--- src/rtl/srp_pkg.sv ---
package srp_pkg;
  typedef enum logic [1:0] {
    ST_IDLE  = 2'd0,
    ST_FETCH = 2'd1,
    ST_SHIFT = 2'd2,
    ST_DONE  = 2'd3
  } srp_state_e;
endpackage

--- src/rtl/srp_sync.sv ---
module srp_sync #(
  parameter int           W       = 3,
  parameter logic [W-1:0] RST_VAL = '0
) (
  input  logic         clk,
  input  logic         rst,
  input  logic [W-1:0] async_i,
  output logic [W-1:0] sync_o
);
  for (genvar gi = 0; gi < W; gi++) begin : g_bit
    logic s1_q, s2_q;
    always_ff @(posedge clk) begin
      if (rst) begin
        s1_q <= RST_VAL[gi];
        s2_q <= RST_VAL[gi];
      end else begin
        s1_q <= async_i[gi];
        s2_q <= s1_q;
      end
    end
    assign sync_o[gi] = s2_q;
  end
endmodule

--- src/rtl/srp_cmd_shift.sv ---
module srp_cmd_shift #(
  parameter int CMD_W = 8
) (
  input  logic             clk,
  input  logic             rst,
  input  logic             shift_en_i,
  input  logic             bit_i,
  output logic [CMD_W-1:0] cmd_o
);
  always_ff @(posedge clk) begin
    if (rst) begin
      cmd_o <= '0;
    end else if (shift_en_i) begin
      cmd_o <= {cmd_o[CMD_W-2:0], bit_i};
    end
  end
endmodule

--- src/rtl/srp_tx_shift.sv ---
module srp_tx_shift #(
  parameter int DATA_W = 24,
  parameter int CNT_W  = 5
) (
  input  logic              clk,
  input  logic              rst,
  input  logic              load_i,
  input  logic [CNT_W-1:0]  len_i,
  input  logic [DATA_W-1:0] data_i,
  input  logic              step_i,
  output logic              dout_o,
  output logic              empty_o
);
  logic [DATA_W-1:0] sh_q;
  logic [CNT_W-1:0]  cnt_q;

  always_ff @(posedge clk) begin
    if (rst) begin
      sh_q   <= '0;
      cnt_q  <= '0;
      dout_o <= 1'b0;
    end else if (load_i) begin
      sh_q  <= data_i;
      cnt_q <= len_i;
    end else if (step_i && (cnt_q != '0)) begin
      dout_o <= sh_q[0];
      sh_q   <= {1'b0, sh_q[DATA_W-1:1]};
      cnt_q  <= cnt_q - 1'b1;
    end
  end

  assign empty_o = (cnt_q == '0);
endmodule

--- src/rtl/srp_ctrl.sv ---
module srp_ctrl
  import srp_pkg::*;
#(
  parameter int ADDR_W = 6,
  parameter int DATA_W = 24,
  parameter int COEF_W = 16,
  parameter int CNT_W  = 5
) (
  input  logic              clk,
  input  logic              rst,
  input  logic              latch_rise_i,
  input  logic              latch_fall_i,
  input  logic              sclk_rise_i,
  input  logic              sclk_fall_i,
  input  logic              cmd_rd_i,
  input  logic              cmd_tsel_i,
  input  logic [ADDR_W-1:0] cmd_addr_i,
  input  logic              mem_vld_i,
  input  logic              tx_empty_i,
  output logic              rdy_o,
  output logic              oe_o,
  output logic              req_o,
  output logic [ADDR_W-1:0] addr_o,
  output logic              tsel_o,
  output logic              err_o,
  output logic              tx_load_o,
  output logic [CNT_W-1:0]  tx_len_o,
  output logic              tx_step_o
);
  srp_state_e state_q;

  always_ff @(posedge clk) begin
    if (rst) begin
      state_q <= ST_IDLE;
      rdy_o   <= 1'b1;
      oe_o    <= 1'b0;
      req_o   <= 1'b0;
      addr_o  <= '0;
      tsel_o  <= 1'b0;
      err_o   <= 1'b0;
    end else begin
      req_o <= 1'b0;
      err_o <= 1'b0;
      case (state_q)
        ST_IDLE, ST_DONE: begin
          if (latch_rise_i && cmd_rd_i) begin
            state_q <= ST_FETCH;
            rdy_o   <= 1'b0;
            oe_o    <= 1'b1;
            req_o   <= 1'b1;
            addr_o  <= cmd_addr_i;
            tsel_o  <= cmd_tsel_i;
          end else if ((state_q == ST_DONE) && latch_fall_i) begin
            state_q <= ST_IDLE;
            rdy_o   <= 1'b1;
          end
        end
        ST_FETCH: begin
          if (mem_vld_i) begin
            state_q <= ST_SHIFT;
            rdy_o   <= 1'b1;
          end
        end
        ST_SHIFT: begin
          if (latch_fall_i) begin
            err_o <= 1'b1;
          end
          if (sclk_rise_i && tx_empty_i) begin
            state_q <= ST_DONE;
            rdy_o   <= 1'b0;
            oe_o    <= 1'b0;
          end
        end
        default: state_q <= ST_IDLE;
      endcase
    end
  end

  assign tx_load_o = (state_q == ST_FETCH) && mem_vld_i;
  assign tx_step_o = (state_q == ST_SHIFT) && sclk_fall_i;
  assign tx_len_o  = tsel_o ? CNT_W'(DATA_W) : CNT_W'(COEF_W);
endmodule

--- src/rtl/srp_read_port.sv ---
module srp_read_port #(
  parameter int ADDR_W = 6,
  parameter int DATA_W = 24,
  parameter int COEF_W = 16
) (
  input  logic              clk,
  input  logic              rst,
  input  logic              sclk_i,
  input  logic              latch_i,
  input  logic              din_i,
  output logic              rdy_o,
  output logic              dout_o,
  output logic              dout_oe_o,
  output logic              seq_err_o,
  output logic              mem_req_o,
  output logic [ADDR_W-1:0] mem_addr_o,
  output logic              mem_tsel_o,
  input  logic              mem_vld_i,
  input  logic [DATA_W-1:0] mem_data_i
);
  localparam int CMD_W = ADDR_W + 2;
  localparam int CNT_W = $clog2(DATA_W + 1);

  // synchronized vector: [0] serial clock, [1] latch strobe, [2] data-in
  logic [2:0] sync_w;
  logic [1:0] ctl_prev_q;
  logic       sclk_rise_w, sclk_fall_w, latch_rise_w, latch_fall_w;
  logic [CMD_W-1:0] cmd_w;
  logic             tx_load_w, tx_step_w, tx_empty_w;
  logic [CNT_W-1:0] tx_len_w;

  srp_sync #(.W(3), .RST_VAL(3'b011)) u_sync (
    .clk     (clk),
    .rst     (rst),
    .async_i ({din_i, latch_i, sclk_i}),
    .sync_o  (sync_w)
  );

  always_ff @(posedge clk) begin
    if (rst) ctl_prev_q <= 2'b11;
    else     ctl_prev_q <= sync_w[1:0];
  end

  assign sclk_rise_w  =  sync_w[0] & ~ctl_prev_q[0];
  assign sclk_fall_w  = ~sync_w[0] &  ctl_prev_q[0];
  assign latch_rise_w =  sync_w[1] & ~ctl_prev_q[1];
  assign latch_fall_w = ~sync_w[1] &  ctl_prev_q[1];

  srp_cmd_shift #(.CMD_W(CMD_W)) u_cmd (
    .clk        (clk),
    .rst        (rst),
    .shift_en_i (sclk_rise_w),
    .bit_i      (sync_w[2]),
    .cmd_o      (cmd_w)
  );

  srp_ctrl #(
    .ADDR_W (ADDR_W),
    .DATA_W (DATA_W),
    .COEF_W (COEF_W),
    .CNT_W  (CNT_W)
  ) u_ctrl (
    .clk          (clk),
    .rst          (rst),
    .latch_rise_i (latch_rise_w),
    .latch_fall_i (latch_fall_w),
    .sclk_rise_i  (sclk_rise_w),
    .sclk_fall_i  (sclk_fall_w),
    .cmd_rd_i     (cmd_w[CMD_W-1]),
    .cmd_tsel_i   (cmd_w[CMD_W-2]),
    .cmd_addr_i   (cmd_w[ADDR_W-1:0]),
    .mem_vld_i    (mem_vld_i),
    .tx_empty_i   (tx_empty_w),
    .rdy_o        (rdy_o),
    .oe_o         (dout_oe_o),
    .req_o        (mem_req_o),
    .addr_o       (mem_addr_o),
    .tsel_o       (mem_tsel_o),
    .err_o        (seq_err_o),
    .tx_load_o    (tx_load_w),
    .tx_len_o     (tx_len_w),
    .tx_step_o    (tx_step_w)
  );

  srp_tx_shift #(.DATA_W(DATA_W), .CNT_W(CNT_W)) u_tx (
    .clk     (clk),
    .rst     (rst),
    .load_i  (tx_load_w),
    .len_i   (tx_len_w),
    .data_i  (mem_data_i),
    .step_i  (tx_step_w),
    .dout_o  (dout_o),
    .empty_o (tx_empty_w)
  );
endmodule

--- config.mk ---
export PLATFORM = sky130hd
export DESIGN_NAME = srp_read_port
export DESIGN_NICKNAME = d
export VERILOG_FILES = /design/src/rtl/srp_pkg.sv /design/src/rtl/srp_sync.sv /design/src/rtl/srp_cmd_shift.sv /design/src/rtl/srp_tx_shift.sv /design/src/rtl/srp_ctrl.sv /design/src/rtl/srp_read_port.sv
export SDC_FILE = /design/constraint.sdc
export NUM_CORES = 1
export LEC_CHECK = 0
export BUFFER_PORTS_ARGS = -buffer_cell sky130_fd_sc_hd__buf_2
export CAP_MARGIN = 20
export CORE_MARGIN = 8
export CORE_UTILIZATION = 55
export CTS_CLUSTER_DIAMETER = 30
export DETAILED_ROUTE_END_ITERATION = 10
export PLACE_DENSITY = 0.78
export SLEW_MARGIN = 10
export SYNTH_ARGS = -nofsm -noshare
export SYNTH_HDL_FRONTEND = slang
export SYNTH_HIERARCHICAL = 1
export SYNTH_SLANG_ARGS = --single-unit
--- constraint.sdc ---
create_clock -name clk -period 2.7 [get_ports clk]
set_clock_uncertainty 0.05 [all_clocks]
set_input_delay 0.405 -clock clk [delete_from_list [all_inputs] [get_ports clk]]
set_output_delay 0.405 -clock clk [all_outputs]
set_load 0.03 [all_outputs]
# Yosys cells after proc, flatten, opt, wreduce, memory -nomap -nowiden
# Cells that the tools add are included.
classes:
  eq_ne: 7
  n_addsub: 1
  n_reduce_logical: 18
  bitwise_logic: 11
  mux: 19
ops:
  columns: ["cell", "n"]
  rows:
  - ["$mux W24", 2]
  - ["$mux W5", 2]
  - ["$mux W2", 4]
  - ["$mux W1", 7]
  - ["$not A1 Y1", 7]
  - ["$logic_and A1 B1 Y1", 6]
  - ["$pmux W2 S3", 1]
  - ["$reduce_and A3 Y1", 2]
  - ["$reduce_or A2 Y1", 3]
  - ["$logic_not A5 Y1", 1]
  - ["$reduce_bool A5 Y1", 1]
  - ["$sub A5 B1 Y5 const B", 1]
  - ["$and A1 B1 Y1", 4]
  - ["$eq A2 B2 Y1 const B", 2]
  - ["$mux W4", 1]
  - ["$ne A2 B1 Y1 const B", 2]
  - ["$reduce_and A2 Y1", 2]
  - ["$reduce_bool A2 Y1", 2]
  - ["$ne A3 B1 Y1 const B", 1]
  - ["$pmux W1 S3", 1]
  - ["$eq A2 B1 Y1 const B", 1]
  - ["$logic_not A2 Y1", 1]
  - ["$ne A2 B2 Y1 const B", 1]
  - ["$pmux W1 S2", 1]
word_totals:
  input_bits: 30
  ff_bits: 59
  elab_cells: 74

# Depth between registers and ports, before layout
logic_depth:
  ltp_word: 6
  mapped_depth: 9
  mapped_depth_nobuf: 7

# Modules after synthesis
# The synthesis kept the hierarchy.
by_module_without_submodules:
  columns: ["module", "area_per_inst_um2", "n_inst", "seq_area_each_um2", "cells_each"]
  rows:
  - ["srp_tx_shift", 1551.5, 1, 600.6, 177]
  - ["srp_ctrl", 605.6, 1, 260.2, 74]
  - ["srp_cmd_shift", 285.3, 1, 160.2, 26]
  - ["srp_sync", 180.2, 1, 120.1, 15]
  - ["srp_read_port", 80.1, 1, 40.0, 8]

# Worst setup path after synthesis
# OpenSTA, ideal clock, no wires.
synth_timing:
  path_kind: "flip-flop to flip-flop"
  startpoint: "reg u_tx.cnt_q[0]"
  endpoint: "reg u_ctrl.state_q[0]"
  path_slack_ns: 0.403
  path_stages_with_launch: 10
  arrival_ns: 2.123
  period_less_slack_ns: 2.297
  required_time_ns: 2.527
  cell_sequence: "dfxtp_1 inv_1 ha_1 or4b_4 buf_6 clkinv_4 buf_6 nand2_1 a222oi_1 mux2_1"
synth_between:
  elab_chain_cells: 4
synth_rtl:
  columns: ["element", "line", "text"]
  rows:
  - ["start, declared", "srp_tx_shift.sv:15", "logic [CNT_W-1:0] cnt_q;"]
  - ["start signal, assigned", "srp_tx_shift.sv:24", "cnt_q <= len_i;"]
  - ["start signal, assigned", "srp_tx_shift.sv:28", "cnt_q <= cnt_q - 1'b1;"]
  - ["$logic_not A5 Y1", "srp_tx_shift.sv:32", "assign empty_o = (cnt_q == '0);"]
  - ["named net tx_empty_w", "srp_read_port.sv:29", "logic tx_load_w, tx_step_w, tx_empty_w;"]
  - ["$logic_and A1 B1 Y1", "srp_ctrl.sv:68", "if (sclk_rise_i && tx_empty_i) begin"]
  - ["$ne A2 B1 Y1 (no source line)", null, null]
  - ["$reduce_and A3 Y1 (no source line)", null, null]
  - ["end signal, assigned", "srp_ctrl.sv:60", "state_q <= ST_SHIFT;"]
  - ["end signal, assigned", "srp_ctrl.sv:69", "state_q <= ST_DONE;"]
  - ["end signal, assigned", "srp_ctrl.sv:74", "default: state_q <= ST_IDLE;"]
  - ["end, declared", "srp_ctrl.sv:30", "srp_state_e state_q;"]
# The timed path passes the listed nets, and every way through them passes these cells.
# A chain may end at the register's enable or synchronous reset.

# Final worst setup path
# Ends and elaborated chain as after synthesis.

==> results.json <==
{
  "cts-hold-fix-buffers": 0,
  "dieWidth_um": 86.10,
  "layout.cells.non_filler": 403,
  "cts-root-buf": "clkbuf_8",
  "synthArstFlopShare": 0,
  "synth_edf_count": 0,
  "power_density_mw_per_mm2": 643.1,
  "hpwl_um": 3507,
  "synthCells": 300,
  "rsz0062_at_grt": "no",
  "relSlewSlack": 0.5771,
  "area_delta_synth_final_pct": 15.56,
  "htree_levels": 3,
  "register_area_mm2": 0.001181,
  "grt_max_degree": 37,
  "drive_gt1_frac": 0.2351,
  "synthAdderAreaFrac": 0.01852,
  "finalSetupViolations": 0,
  "cap_violations": 0,
  "p_total_w": 0.002008,
  "ant_nets": 0,
  "min_path_type": "input port to flip-flop",
  "path_clk_slew_ns": 0.06,
  "cp_data_required_time_ns": 2.87,
  "leakage_nw": 1.160,
  "cts_buffers": 9,
  "synth_compound_area_frac": 0.2343,
  "crit_fanout": 14,
  "multi_input_area_mm2": 0.001300,
  "yosysMostFrequentCell": "dfxtp_1",
  "grt_overflow": 0,
  "grt_pass1_wl_um": 9190,
  "cts_max_path_buffers": 2,
  "fmax_mhz": 438.2,
  "end_kind": "flip-flop",
  "clkLatencyLatePin_ns": 0.33,
  "routed_wl_um": 5262,
  "fin_crit_sh": 0.8452,
  "vias": 2159,
  "ioPinCount": 42,
  "fin_crit_ns": 2.282,
  "initial_utilization": 0.5722,
  "routed_via_density": 5.357,
  "gp_congestion": 0.7659,
  "synth.distinct_cells": 47,
  "worstPathArrival_ns": 2.45,
  "numPortBuffers": 41,
  "dr.pass1.iters": 4,
  "ys_seq_area_frac": 0.4370,
  "fillers": 412,
  "fp.dieH_um": 86.10,
  "dr.first_iter.drc_count": 149,
  "grt_usage": 0.1516,
  "synth_area_mm2": 0.002703,
  "wl_per_cell_um": 13.06,
  "fp.coreArea_mm2": 0.004723,
  "synth.avg_cell_area_um2": 9.009,
  "rows": 25,
  "cts_tree": "built",
  "ys_top_cells_by_count": "dfxtp_1, nor2_1, nand2_1",
  "nNetsFinal": 365,
  "synthMuxAreaShare": 0.03750,
  "synth_area_leader_cell": "dfxtp_1",
  "ys_warn_count": 6,
  "ir_worst_vdd_v": 0.0003906,
  "dieArea_mm2": 0.007413,
  "dp.cells": 387,
  "ys_seq_elements": 59,
  "start_kind": "flip-flop",
  "synth-main-ff-cell": "dfxtp_1",
  "drv_slew": 0,
  "synth_top_family_by_area": "compound AO/OA/AOI/OAI gates",
  "postCtsSetupBuffers": 0,
  "drcViolationCount": 0,
  "grt_antenna_before_repair": 0,
  "hold_violations": 0,
  "grt_pass1_vias": 2128,
  "synth_top_area_frac": 0.4370,
  "yosys.area_share.simple": 0.1852,
  "synthTopCellsByArea": "dfxtp_1, nor2_1, a2111oi_2, a21boi_0, mux2i_1",
  "worstMarginPinSlew_ns": 0.6344,
  "antenna_cells": 0,
  "yosys.area_share.xor_xnor": 0,
  "setup-tns-final_ns": 0,
  "cts.sinks": 59,
  "cts_resized": 0,
  "crit_type": "flip-flop to flip-flop",
  "status": "completed"
}
-- critical path: stages, from the launching register on --
cell and delay [ns]:
dfxtp_1 0.32, inv_1 0.08, ha_1 0.15, or4b_4 0.48
clkinv_4 0.12, nand2_1 0.09, a222oi_1 0.50, mux2_1 0.37
-- power by group --
group	switching [W]	total, W	internal, W
combinational	0.0000774	0.000139	0.0000620
clock	0.000339	0.000974	0.000635
sequential	0.00000961	0.000895	0.000885
-- metal layers --
metal  share of wire  global-route usage  wire length (µm)
met5               0                   0                 0
met1            0.49              0.1768              2564
met2            0.45              0.2379              2346
met4           0.020             0.09395               106
met3           0.047             0.04489               245
-- path summary, 6_finish.rpt --
check	from	endpoint	slack (ns)	cells past startpoint
worst max-delay path	u_tx/cnt_q[0]	u_ctrl/state_q[0]	0.42	7
worst min register to register	u_sync/g_bit[1].s1_q	u_sync/g_bit[1].s2_q	0.35	1
worst min-delay path	latch_i	u_sync/g_bit[1].s1_q	0.20	2
worst max register to register	u_tx/cnt_q[0]	u_ctrl/state_q[0]	0.42	7
-- metrics by stage --
| step | setup slack, ns | area [µm²] | hold slack [ns] | utilization |
|---|---|---|---|---|
| after floorplan | 0.4035 | 2710 | 0.3332 | - |
| after global placement | 0.4669 | 2882 | 0.3370 | 0.6101 |
| after detailed placement | 0.4407 | 2882 | 0.3399 | 0.6101 |
| after CTS | 0.4295 | 3123 | 0.1838 | 0.6612 |
| after global routing | 0.3100 | 3123 | 0.1871 | 0.6612 |
| final | 0.4179 | 3123 | 0.2023 | 0.6612 |
-- state kept, by name, indices dropped and copies added, names as in the netlist --
| signal | flops |
|---|---|
| u_tx/dout_o | 1 |
| u_cmd/cmd_o | 8 |
| u_sync/g_bit.s1_q | 3 |
| u_ctrl/rdy_o | 1 |
| u_ctrl/oe_o | 1 |
| u_ctrl/err_o | 1 |
| ctl_prev_q | 2 |
| u_sync/g_bit.s2_q | 3 |
| u_ctrl/addr_o | 6 |
| u_tx/cnt_q | 5 |
| u_ctrl/tsel_o | 1 |
| u_ctrl/state_q | 2 |
| u_tx/sh_q | 24 |
| u_ctrl/req_o | 1 |
-- kinds of logic after synthesis --
group / after synthesis
other cells: 2
compound gates: 77
simple gates: 107
buf+inv: 41
flops: 59
fa+ha+maj: 4
mux: 10
-- cells in the final DEF, fill, tap and decap left out, drive strengths merged, types with 3 or more instances in the layout --
master / synthesis / routed
a2111oi: 15 / 15
a21boi: 14 / 14
a21oi: 17 / 17
a311oi: 8 / 8
and3: 3 / 3
buf: 18 / 48
bufinv: 0 / 3
clkbuf: 12 / 11
clkinv: 2 / 4
conb: 2 / 4
dfxtp: 59 / 59
ha: 4 / 4
inv: 9 / 9
mux2i: 9 / 9
nand2: 20 / 20
nand3: 9 / 9
nor2: 52 / 52
nor2b: 4 / 4
o21ai: 10 / 10
or2: 7 / 7
-- layout make-up --
| type | count | share of cell area |
|---|---|---|
| Inverter | 11 | 0.01482 |
| Timing Repair Buffer | 48 | 0.08654 |
| Clock inverter | 5 | 0.03205 |
| Tap cell | 67 | 0.02684 |
| Sequential cell | 59 | 0.3782 |
| Multi-Input combinational cell | 202 | 0.4163 |
| Clock buffer | 11 | 0.04527 |
Note: power is estimated with default switching activity, not from simulation.
